File: src/rtl/switchpoint_cmp.sv
module switchpoint_cmp #(
  parameter int FW    = 12,
  parameter int CW    = 8,
  parameter int STEP  = 4,
  parameter int BASE  = 20,
  parameter int HYST  = 15,
  parameter int PON   = 32,
  parameter int CAP0  = 1,
  parameter int CAP1  = 4,
  parameter int CAP2  = 6,
  parameter int CAP3  = 8,
  parameter int SW    = 4
) (
  input  logic          clk,
  input  logic          rst_n,
  input  logic [FW-1:0] field,
  input  logic [CW-1:0] mag_code,
  input  logic          north_sel,
  input  logic          out_inv,
  input  logic [1:0]    fall_sel,
  output logic          sink_on,
  output logic [SW-1:0] sink_steps
);
  localparam int EW   = FW + 4;
  localparam int PONW = $clog2(PON + 1);

  logic signed [EW-1:0] fld_x, mag, thr, rel;
  logic [PONW-1:0] pon_cnt;
  logic            ready;
  logic            operated;
  logic [SW-1:0]   cap;

  assign fld_x = EW'($signed(field));
  assign mag   = north_sel ? -fld_x : fld_x;
  assign thr   = $signed(EW'(STEP * int'(mag_code))) - $signed(EW'(BASE));
  assign rel   = thr - $signed(EW'(HYST));
  assign ready = (pon_cnt == PONW'(PON));

  always_comb begin
    case (fall_sel)
      2'd0:    cap = SW'(CAP0);
      2'd1:    cap = SW'(CAP1);
      2'd2:    cap = SW'(CAP2);
      default: cap = SW'(CAP3);
    endcase
  end

  always_ff @(posedge clk or negedge rst_n) begin
    if (!rst_n)      pon_cnt <= '0;
    else if (!ready) pon_cnt <= pon_cnt + 1'b1;
  end

  always_ff @(posedge clk or negedge rst_n) begin
    if (!rst_n) operated <= 1'b0;
    else if (ready) begin
      if (mag > thr)      operated <= 1'b1;
      else if (mag < rel) operated <= 1'b0;
    end
  end

  assign sink_on = operated ^ out_inv;

  always_ff @(posedge clk or negedge rst_n) begin
    if (!rst_n)                 sink_steps <= '0;
    else if (!sink_on)          sink_steps <= '0;
    else if (sink_steps > cap)  sink_steps <= cap;
    else if (sink_steps < cap)  sink_steps <= sink_steps + 1'b1;
  end
endmodule

File: config.mk
export PLATFORM = sky130hd
export DESIGN_NAME = switchpoint_cmp
export DESIGN_NICKNAME = d
export VERILOG_FILES = /design/src/rtl/switchpoint_cmp.sv
export SDC_FILE = /design/constraint.sdc
export NUM_CORES = 1
export LEC_CHECK = 0
export ABC_AREA = 0
export BUFFER_PORTS_ARGS = -buffer_cell sky130_fd_sc_hd__buf_2
export CAP_MARGIN = 10
export CORE_UTILIZATION = 55
export DETAILED_ROUTE_END_ITERATION = 8
export PLACE_DENSITY_LB_ADDON = 0.2
export SKIP_CTS_REPAIR_TIMING = 1
export SYNTH_ARGS = -nofsm -noshare
export SYNTH_HDL_FRONTEND = slang
export SYNTH_SLANG_ARGS = --single-unit
File: constraint.sdc
create_clock -name clk -period 2.4 [get_ports clk]
set_input_delay 0.12 -clock clk [delete_from_list [all_inputs] [get_ports clk]]
set_output_delay 0.12 -clock clk [all_outputs]
set_load 0.005 [all_outputs]
==> results of run 1 <==
[layout by cell type (no fill, tap or decap), drive strengths merged, types with 5 or more instances in the layout]
master and n:
a21oi 8, a31oi 7, buf 85, dfrtp 11, ha 33, inv 18, nand2 15, nand2b 5
nand3b 5, nor2 13, nor3 7, o21ai 9, o31ai 6, xnor2 19, xor2 6
[worst max-delay path by stage]
stage / slack (ns) / cells past startpoint / end
global route: -0.52 / 13 / operated
floorplan: -0.46 / 14 / operated
global placement: -0.62 / 13 / operated
CTS: -0.46 / 13 / operated
finish: -0.45 / 13 / operated
detailed placement: -0.74 / 13 / operated
[layout make-up]
| cell class | instances | share of cell area |
|---|---|---|
| Tap cell | 44 | 0.0209 |
| Inverter | 18 | 0.0256 |
| Multi-Input combinational cell | 185 | 0.613 |
| Sequential cell | 11 | 0.104 |
| Timing Repair Buffer | 86 | 0.227 |
| Clock buffer | 4 | 0.00995 |
[routing by layer]
layer	global-route usage	wire length (µm)	vias up
met3	0.0281	216	12
li1	-	-	971
met1	0.279	1970	923
met5	0	0	-
met2	0.538	2730	70
met4	0.0797	82	0
[registers in the layout (all words and copies together), names as in the netlist]
name / cells
pon_cnt: 6
sink_steps: 4
operated: 1
[worst register-to-register path, cell delays in order, from the launching register on]
cell and delay [ns]:
sky130_fd_sc_hd__dfrtp_1 0.43, sky130_fd_sc_hd__ha_1 0.33, sky130_fd_sc_hd__nor2b_1 0.13, sky130_fd_sc_hd__o21ai_0 0.16, sky130_fd_sc_hd__nand2b_1 0.07, sky130_fd_sc_hd__a21oi_1 0.14
sky130_fd_sc_hd__buf_4 0.19, sky130_fd_sc_hd__mux2i_1 0.21, sky130_fd_sc_hd__nand2_1 0.08, sky130_fd_sc_hd__a31oi_1 0.21
[cells by family (layout without fill, tap and decap cells)]
family / Yosys count / after routing / synth area share
AOI/OAI and AO/OA: 48 / 48 / 0.200
xor gates and xnor gates: 25 / 25 / 0.120
adders and majority gates: 34 / 34 / 0.232
buffers and inverters: 20 / 108 / 0.0417
DFF: 11 / 11 / 0.151
muxes: 5 / 5 / 0.0281
and+or+nand+nor: 73 / 73 / 0.228
[power by group through the flow]
| stage | clock network [mW] | registers [mW] | logic, mW |
|---|---|---|---|
| after floorplan | 0 | 0.249 | 0.444 |
| after detailed placement | 0 | 0.254 | 0.716 |
| after global routing | 0.138 | 0.255 | 0.827 |
| final | 0.124 | 0.251 | 0.754 |
| after CTS | 0.125 | 0.250 | 0.721 |
| after global placement | 0 | 0.254 | 0.690 |
[through the flow]
stage / utilization / setup TNS (ns) / cell area [µm²] / total power [mW]
after floorplan: - / -0.460 / 1900 / 0.693
after global placement: 0.814 / -0.625 / 2520 / 0.944
after detailed placement: 0.814 / -0.738 / 2520 / 0.970
after CTS: 0.822 / -0.463 / 2550 / 1.10
after global routing: 0.851 / -0.522 / 2640 / 1.22
final: 0.851 / -0.451 / 2640 / 1.13
==> run summary, run 1 <==
run status = complete, but fails checks
violated checks = negative setup slack
drt drc = 0
Crit Path Class = in2reg
reg-to-reg slack, setup = 0.36 ns
Critical Path Max Stage Delay = 0.55 ns
final setup violation count = 1
Longest Clk Path Bufs = 2
kind of cell with the highest combined delay on the critical path = simple AND/OR/NAND/NOR gates
min Tclk post-route = 2.85 ns
diode insertion count for antenna repair = 0
clock share of power = 0.110
final worst-path setup slack = -0.451 ns
number of vias per cell after detailed routing = 5.68
number of cell rows = 20
Initial DRT Pass Iterations = 6
register area = 275 µm²
number of routed nets with antenna violations = 0
1st-iter DRT viols = 148
average size of a mapped cell = 8.46 µm²
required time of the critical path = 2.55 ns
fraction of layout instances using a drive strength above 1 = 0.418
fraction of synthesized cell area taken by the top area cell type = 0.226
DIE AREA = 3560 µm²
Reg-to-Reg End = sink_steps[3]
number of nets in the layout = 364
number of antenna violations at the first check in global routing = 0
buffer type at the clock tree root = sky130_fd_sc_hd__clkbuf_4
Clk pin slew, worst setup/hold paths = 0.07 ns
vias after detailed routing = 1976
final worst-path cycle share = 1.19
most frequent cells after synthesis = sky130_fd_sc_hd__ha_1, sky130_fd_sc_hd__xnor2_1, sky130_fd_sc_hd__inv_1
weighted congestion reported at the end of routability-driven placement = 0.828
TritonCTS clock tree = yes
Logic pwr share = 0.667
detail-routed net length per standard cell = 14.4 µm
leakage dissipation = 1.28 nW
syn nets = 275
count of final hold-check violations = 0
clock latency at the later pin of the worst-skew pair = 0.27 ns
number of buffers created by CTS = 3
FF+latch count, synth = 11
cell types with the largest area share after synthesis = sky130_fd_sc_hd__ha_1, sky130_fd_sc_hd__dfrtp_1, sky130_fd_sc_hd__xnor2_1
pin count of the biggest net entering global routing = 12
post-synthesis instance area = 1830 µm²
type of origin of the critical path = input port
Multi-input gate area = 1620 µm²
CP max-delay cell = sky130_fd_sc_hd__or4_4
worst-case hold slack = 0.263 ns
maximum achievable frequency = 351 MHz
floorplan die width = 59.7 µm
most frequently used flop master after synthesis = sky130_fd_sc_hd__dfrtp_1
post-detailed-routing wire length = 4.99 mm
worst supply voltage drop on vdd = 171 µV
setup slack after placement = -0.738 ns
area growth from synthesis to final layout = 44.4%
number of standard cells after synthesis = 216
post-detailed-placement half-perimeter wirelength = 3.87 mm
fillers = 189
setup repair after global routing missed its margin = yes
via count of the first global-routing pass = 1931
sequential share of power = 0.222
critical path fanouts, max = 6
cell internal power dissipation = 0.659 mW
final instance count without filler cells = 348
clk_skew = 0.00292 ns
global-route usage over all layers = 0.265
proportion of synthesized flip-flops having asynchronous set or reset = 1.00
Register-to-Register Path Depth = 9
number of levels in the clock H-tree = 1
Inst Count DP = 342
Max Cap Viol = 0
post-synthesis sequential area ratio = 0.151
actual slew at the worst max-slew pin = 0.469 ns
Worst EP arrival = 3.00 ns
Top-Level Pins = 31
launch point of the worst reg-to-reg path = sink_steps[1]
first-pass GRT wire length = 7.45 mm
count of warnings emitted by yosys = 0
count of buffers from port buffering = 30
areal power density over the cells = 428 nW/µm²
net switching fraction of the power = 0.417
critical path cell sequence = buf_2 > or4_4 > o41ai_4 > or2_4 > nand2b_1 > ha_1 > nand4_1 > nor2_2 > and4bb_2 > mux2i_1 > buf_4 > o31ai_1 > o31ai_2
final max-slew violation count = 0
placeable core region = 3100 µm²
number of synthesized flops with an enable pin = 0
Hold Crit Class = in2async
Max transition margin = 0.685
CP bufs+invs = 2
GRT Residual Overflow = 0
die outline height = 59.7 µm
cell accounting for the most synthesized area = sky130_fd_sc_hd__ha_1
top-count cell post-synth = sky130_fd_sc_hd__ha_1
kind of end point of the critical path = flip-flop
effective utilization at floorplan = 0.589
Critical Path Source = field[9]
distinct cell type count of the synthesized netlist = 50
sinks on the clock net = 11
Switching Power = 0.471 mW
(Power assumes the default switching activity.)
==> run 2: changes to the inputs <==
--- a/config.mk
+++ b/config.mk
@@ -10,7 +10,9 @@
 export CAP_MARGIN = 10
 export CORE_UTILIZATION = 55
 export DETAILED_ROUTE_END_ITERATION = 8
+export GPL_ROUTABILITY_DRIVEN = 1
 export PLACE_DENSITY_LB_ADDON = 0.2
+export SETUP_SLACK_MARGIN = 0.5
 export SKIP_CTS_REPAIR_TIMING = 1
 export SYNTH_ARGS = -nofsm -noshare
 export SYNTH_HDL_FRONTEND = slang
==> run summary, run 2 (synthesis results as in run 1) <==
critical path fanouts, max = 4
total placed instance area = 2470 µm²
Initial DRT Pass Iterations = 4
kind of end point of the critical path = flip-flop
floorplan die width = 59.7 µm
area growth from synthesis to final layout = 45.0%
leakage dissipation = 1.27 nW
top flop regs = pon_cnt: 6 flops, sink_steps: 4 flops, operated: 1 flops
number of antenna violations at the first check in global routing = 0
first-pass GRT wire length = 7.33 mm
effective utilization at floorplan = 0.589
global-route usage over all layers = 0.263
Max Cap Viol = 0
Reg-to-Reg End = operated
Top-Level Pins = 31
clk_skew = 0.00885 ns
sequential share of power = 0.202
number of buffers created by CTS = 3
via count of the first global-routing pass = 1768
Longest Clk Path Bufs = 2
drt drc = 0
vias after detailed routing = 2030
number of routed nets with antenna violations = 0
violated checks = negative setup slack
Hold Crit Class = in2async
placeable core region = 3100 µm²
actual slew at the worst max-slew pin = 0.619 ns
die outline height = 59.7 µm
Crit Path Class = in2reg
run status = complete, but fails checks
areal power density over the cells = 482 nW/µm²
Clk pin slew, worst setup/hold paths = 0.08 ns
required time of the critical path = 2.54 ns
post-route design area = 2650 µm²
TritonCTS clock tree = yes
number of vias per cell after detailed routing = 5.80
final core utilization = 0.854
DIE AREA = 3560 µm²
setup slack after placement = -0.745 ns
Critical Path Source = mag_code[0]
post-detailed-placement half-perimeter wirelength = 3.71 mm
maximum achievable frequency = 324 MHz
GRT Residual Overflow = 0
weighted congestion reported at the end of routability-driven placement = 0.846
launch point of the worst reg-to-reg path = pon_cnt[0]
reg-to-reg slack, setup = 0.45 ns
number of cell rows = 20
Worst EP arrival = 3.23 ns
number of levels in the clock H-tree = 1
diode insertion count for antenna repair = 0
Logic pwr share = 0.693
sinks on the clock net = 11
clock share of power = 0.104
register with the most flip-flops = pon_cnt
final max-slew violation count = 0
highest-count cells in the layout ignoring fill and taps = sky130_fd_sc_hd__buf_4, sky130_fd_sc_hd__buf_2, sky130_fd_sc_hd__ha_1, sky130_fd_sc_hd__inv_1, sky130_fd_sc_hd__xnor2_1
post-detailed-routing wire length = 5.57 mm
final worst-path setup slack = -0.686 ns
clock latency at the later pin of the worst-skew pair = 0.28 ns
count of buffers from port buffering = 30
min Tclk post-route = 3.09 ns
fraction of layout instances using a drive strength above 1 = 0.435
net switching fraction of the power = 0.425
final setup violation count = 1
Register-to-Register Path Depth = 7
pin count of the biggest net entering global routing = 12
Switching Power = 0.544 mW
cell internal power dissipation = 0.735 mW
final worst-path cycle share = 1.29
most common cell after layout, fill and taps aside = sky130_fd_sc_hd__buf_4
max reg flops = 6
setup repair after global routing missed its margin = yes
Max transition margin = 0.583
detail-routed net length per standard cell = 15.9 µm
type of origin of the critical path = input port
1st-iter DRT viols = 141
count of final hold-check violations = 0
buffer type at the clock tree root = sky130_fd_sc_hd__clkbuf_4
number of nets in the layout = 366
worst supply voltage drop on vdd = 364 µV
-- run 2: power by group through the flow --
| stage | Combinational [mW] | Sequential [mW] | Clock, mW |
|---|---|---|---|
| final | 0.886 | 0.259 | 0.133 |
| after global routing | 0.975 | 0.263 | 0.137 |
| after floorplan | 0.454 | 0.249 | 0 |
| after global placement | 0.681 | 0.255 | 0 |
| after detailed placement | 0.710 | 0.257 | 0 |
| after CTS | 0.719 | 0.254 | 0.125 |
-- run 2: layer usage --
layer | vias to the layer above | track usage | part of all wire
met5 | - | 0 | 0
met4 | 0 | 0.0233 | 0.019
met3 | 12 | 0.0433 | 0.046
met2 | 65 | 0.462 | 0.51
met1 | 977 | 0.349 | 0.43
li1 | 976 | - | -
-- run 2: layout make-up --
class,count,area [µm²]
flip-flops and latches,11,277
well taps,44,55.1
inverters,18,67.6
repair buffers,88,592
multi-input cells,185,1630
fillers,188,452
clock buffers,4,26.3
-- run 2: stage by stage --
step	power, mW	setup TNS (ns)	cells	hold slack, ns
after floorplan	0.703	-0.460	216	-0.176
after global placement	0.936	-0.755	338	-0.00639
after detailed placement	0.967	-0.745	338	-0.00907
after CTS	1.10	-0.487	342	-0.288
after global routing	1.38	-0.710	350	0.270
final	1.28	-0.686	350	0.225
-- run 2: worst max path at each step --
stage,cells after the start,endpoint
6_report,17,operated
3_5_place_dp,13,operated
2_1_floorplan,14,operated
3_3_place_gp,13,operated
5_1_grt,17,operated
4_1_cts,13,operated
-- run 2: worst max-delay path: stages --
cell and delay, ns:
sky130_fd_sc_hd__buf_2 0.10, sky130_fd_sc_hd__buf_4 0.14, sky130_fd_sc_hd__o21a_1 0.20, sky130_fd_sc_hd__buf_4 0.16, sky130_fd_sc_hd__buf_4 0.13, sky130_fd_sc_hd__nor4_2 0.27
sky130_fd_sc_hd__buf_4 0.21, sky130_fd_sc_hd__nor3_2 0.04, sky130_fd_sc_hd__a31oi_1 0.24, sky130_fd_sc_hd__ha_1 0.33, sky130_fd_sc_hd__o2111ai_2 0.09, sky130_fd_sc_hd__o221ai_1 0.15
sky130_fd_sc_hd__a31o_2 0.26, sky130_fd_sc_hd__a211o_1 0.27, sky130_fd_sc_hd__a221oi_2 0.23, sky130_fd_sc_hd__a21o_1 0.20, sky130_fd_sc_hd__o31ai_2 0.08
==> run 3: changes to the inputs <==
==> constraint.sdc (replaced) <==
create_clock -name clk -period 2.4 [get_ports clk]
set_input_delay 0.12 -clock clk [delete_from_list [all_inputs] [get_ports clk]]
set_output_delay 0.12 -clock clk [all_outputs]
set_load 0.01 [all_outputs]
==> run summary, run 3 (synthesis results as in run 1) <==
CP max-delay cell = sky130_fd_sc_hd__ha_1
violated checks = negative setup slack
maximum achievable frequency = 345 MHz
launch point of the worst reg-to-reg path = sink_steps[1]
fraction of layout instances using a drive strength above 1 = 0.435
met3 routed wirelength = 328 µm
clock latency at the later pin of the worst-skew pair = 0.28 ns
Reg-to-Reg End = sink_steps[0]
count of buffers from port buffering = 30
max layer used = met4
sinks on the clock net = 11
Clk pin slew, worst setup/hold paths = 0.08 ns
cell internal power dissipation = 0.755 mW
final core utilization = 0.881
length of routed wiring on met1 = 2.40 mm
final max-slew violation count = 0
TritonCTS clock tree = yes
critical path fanouts, max = 4
Critical Path Max Stage Delay = 0.35 ns
GRT Residual Overflow = 0
effective utilization at floorplan = 0.589
clk_skew = 0.00913 ns
run status = complete, but fails checks
number of buffers created by CTS = 3
Crit Path Class = in2reg
net switching fraction of the power = 0.440
worst-case hold slack = 0.246 ns
max reg flops = 6
most common cell after layout, fill and taps aside = sky130_fd_sc_hd__buf_4
Logic pwr share = 0.709
total power consumption of the routed design = 1.35 mW
top flop regs = pon_cnt: 6 flops, sink_steps: 4 flops, operated: 1 flops
Worst EP arrival = 3.06 ns
diode insertion count for antenna repair = 0
number of routed nets with antenna violations = 0
Initial DRT Pass Iterations = 4
1st-iter DRT viols = 220
total placed instance area = 2530 µm²
buffer type at the clock tree root = sky130_fd_sc_hd__clkbuf_4
type of origin of the critical path = input port
vias after detailed routing = 2164
floorplan die width = 59.7 µm
setup repair after global routing missed its margin = yes
leakage dissipation = 1.31 nW
number of vias per cell after detailed routing = 6.11
global-route usage over all layers = 0.289
area growth from synthesis to final layout = 49.5%
sequential share of power = 0.194
final setup violation count = 1
drt drc = 0
placeable core region = 3100 µm²
post-detailed-routing wire length = 6.33 mm
Max Cap Viol = 0
kind of cell with the highest combined delay on the critical path = compound AO/OA/AOI/OAI gates
min Tclk post-route = 2.90 ns
Longest Clk Path Bufs = 2
highest-count cells in the layout ignoring fill and taps = sky130_fd_sc_hd__buf_4, sky130_fd_sc_hd__ha_1, sky130_fd_sc_hd__buf_2, sky130_fd_sc_hd__inv_1, sky130_fd_sc_hd__xnor2_1
DIE AREA = 3560 µm²
Multi-input gate area = 1650 µm²
actual slew at the worst max-slew pin = 0.666 ns
number of cell rows = 20
first-pass GRT wire length = 7.94 mm
final worst-path setup slack = -0.496 ns
Switching Power = 0.593 mW
kind of end point of the critical path = flip-flop
fillers = 161
Register-to-Register Path Depth = 9
required time of the critical path = 2.56 ns
number of antenna violations at the first check in global routing = 0
number of levels in the clock H-tree = 1
Hold Crit Class = in2async
areal power density over the cells = 493 nW/µm²
reg-to-reg slack, setup = 0.40 ns
register area = 275 µm²
setup slack after placement = -0.710 ns
CP bufs+invs = 2
pin count of the biggest net entering global routing = 12
die outline height = 59.7 µm
post-route design area = 2730 µm²
Max transition margin = 0.553
count of final hold-check violations = 0
CP most frequent cell = sky130_fd_sc_hd__ha_1
register with the most flip-flops = pon_cnt
Top-Level Pins = 31
wire length on met2 = 3.32 mm
weighted congestion reported at the end of routability-driven placement = 0.851
number of nets in the layout = 370
detail-routed net length per standard cell = 17.9 µm
clock share of power = 0.097
critical path cell sequence = buf_2 > inv_1 > ha_1 > nor2b_1 > or2_4 > xor2_4 > nand2_2 > nor3_2 > a31oi_1 > ha_1 > o2111ai_2 > o221ai_2 > a31o_2 > a211o_1 > a221oi_2 > a21o_1 > o31ai_2
post-detailed-placement half-perimeter wirelength = 3.88 mm
worst supply voltage drop on vdd = 211 µV
final worst-path cycle share = 1.21
via count of the first global-routing pass = 1903
==> run 3: how the worst max path moves through the flow <==
stage / start / to / slack (ns) / cells after the start
after floorplan: mag_code[4] / operated / -0.46 / 14
after global placement: field[2] / operated / -0.63 / 13
after detailed placement: field[2] / operated / -0.71 / 13
after CTS: field[2] / operated / -0.43 / 13
after global routing: mag_code[0] / operated / -0.63 / 17
final: mag_code[0] / operated / -0.50 / 17
==> run 3: cell type report <==
class	count	area share
repair buffers	92	0.240
clock buffers	4	0.00962
flip-flops and latches	11	0.101
multi-input cells	185	0.605
well taps	44	0.0201
inverters	18	0.0247
==> run 3: routing by layer <==
| metal | global-route usage | up-vias |
|---|---|---|
| li1 | - | 986 |
| met5 | 0 | - |
| met3 | 0.0325 | 42 |
| met1 | 0.328 | 1036 |
| met2 | 0.524 | 100 |
| met4 | 0.156 | 0 |
==> run 3: through the flow <==
stage | setup TNS (ns) | cells
2_1_floorplan | -0.460 | 216
3_3_place_gp | -0.627 | 342
3_5_place_dp | -0.710 | 342
4_1_cts | -0.430 | 346
5_1_grt | -0.635 | 354
6_report | -0.496 | 354
==> run 3: power by group through the flow <==
stage               clock network [mW]  registers (mW)  logic, mW
floorplan                            0           0.259      0.464
global placement                     0           0.254      0.693
detailed placement                   0           0.257      0.720
CTS                              0.130           0.254      0.730
global route                     0.144           0.260       1.04
finish                           0.130           0.262      0.955
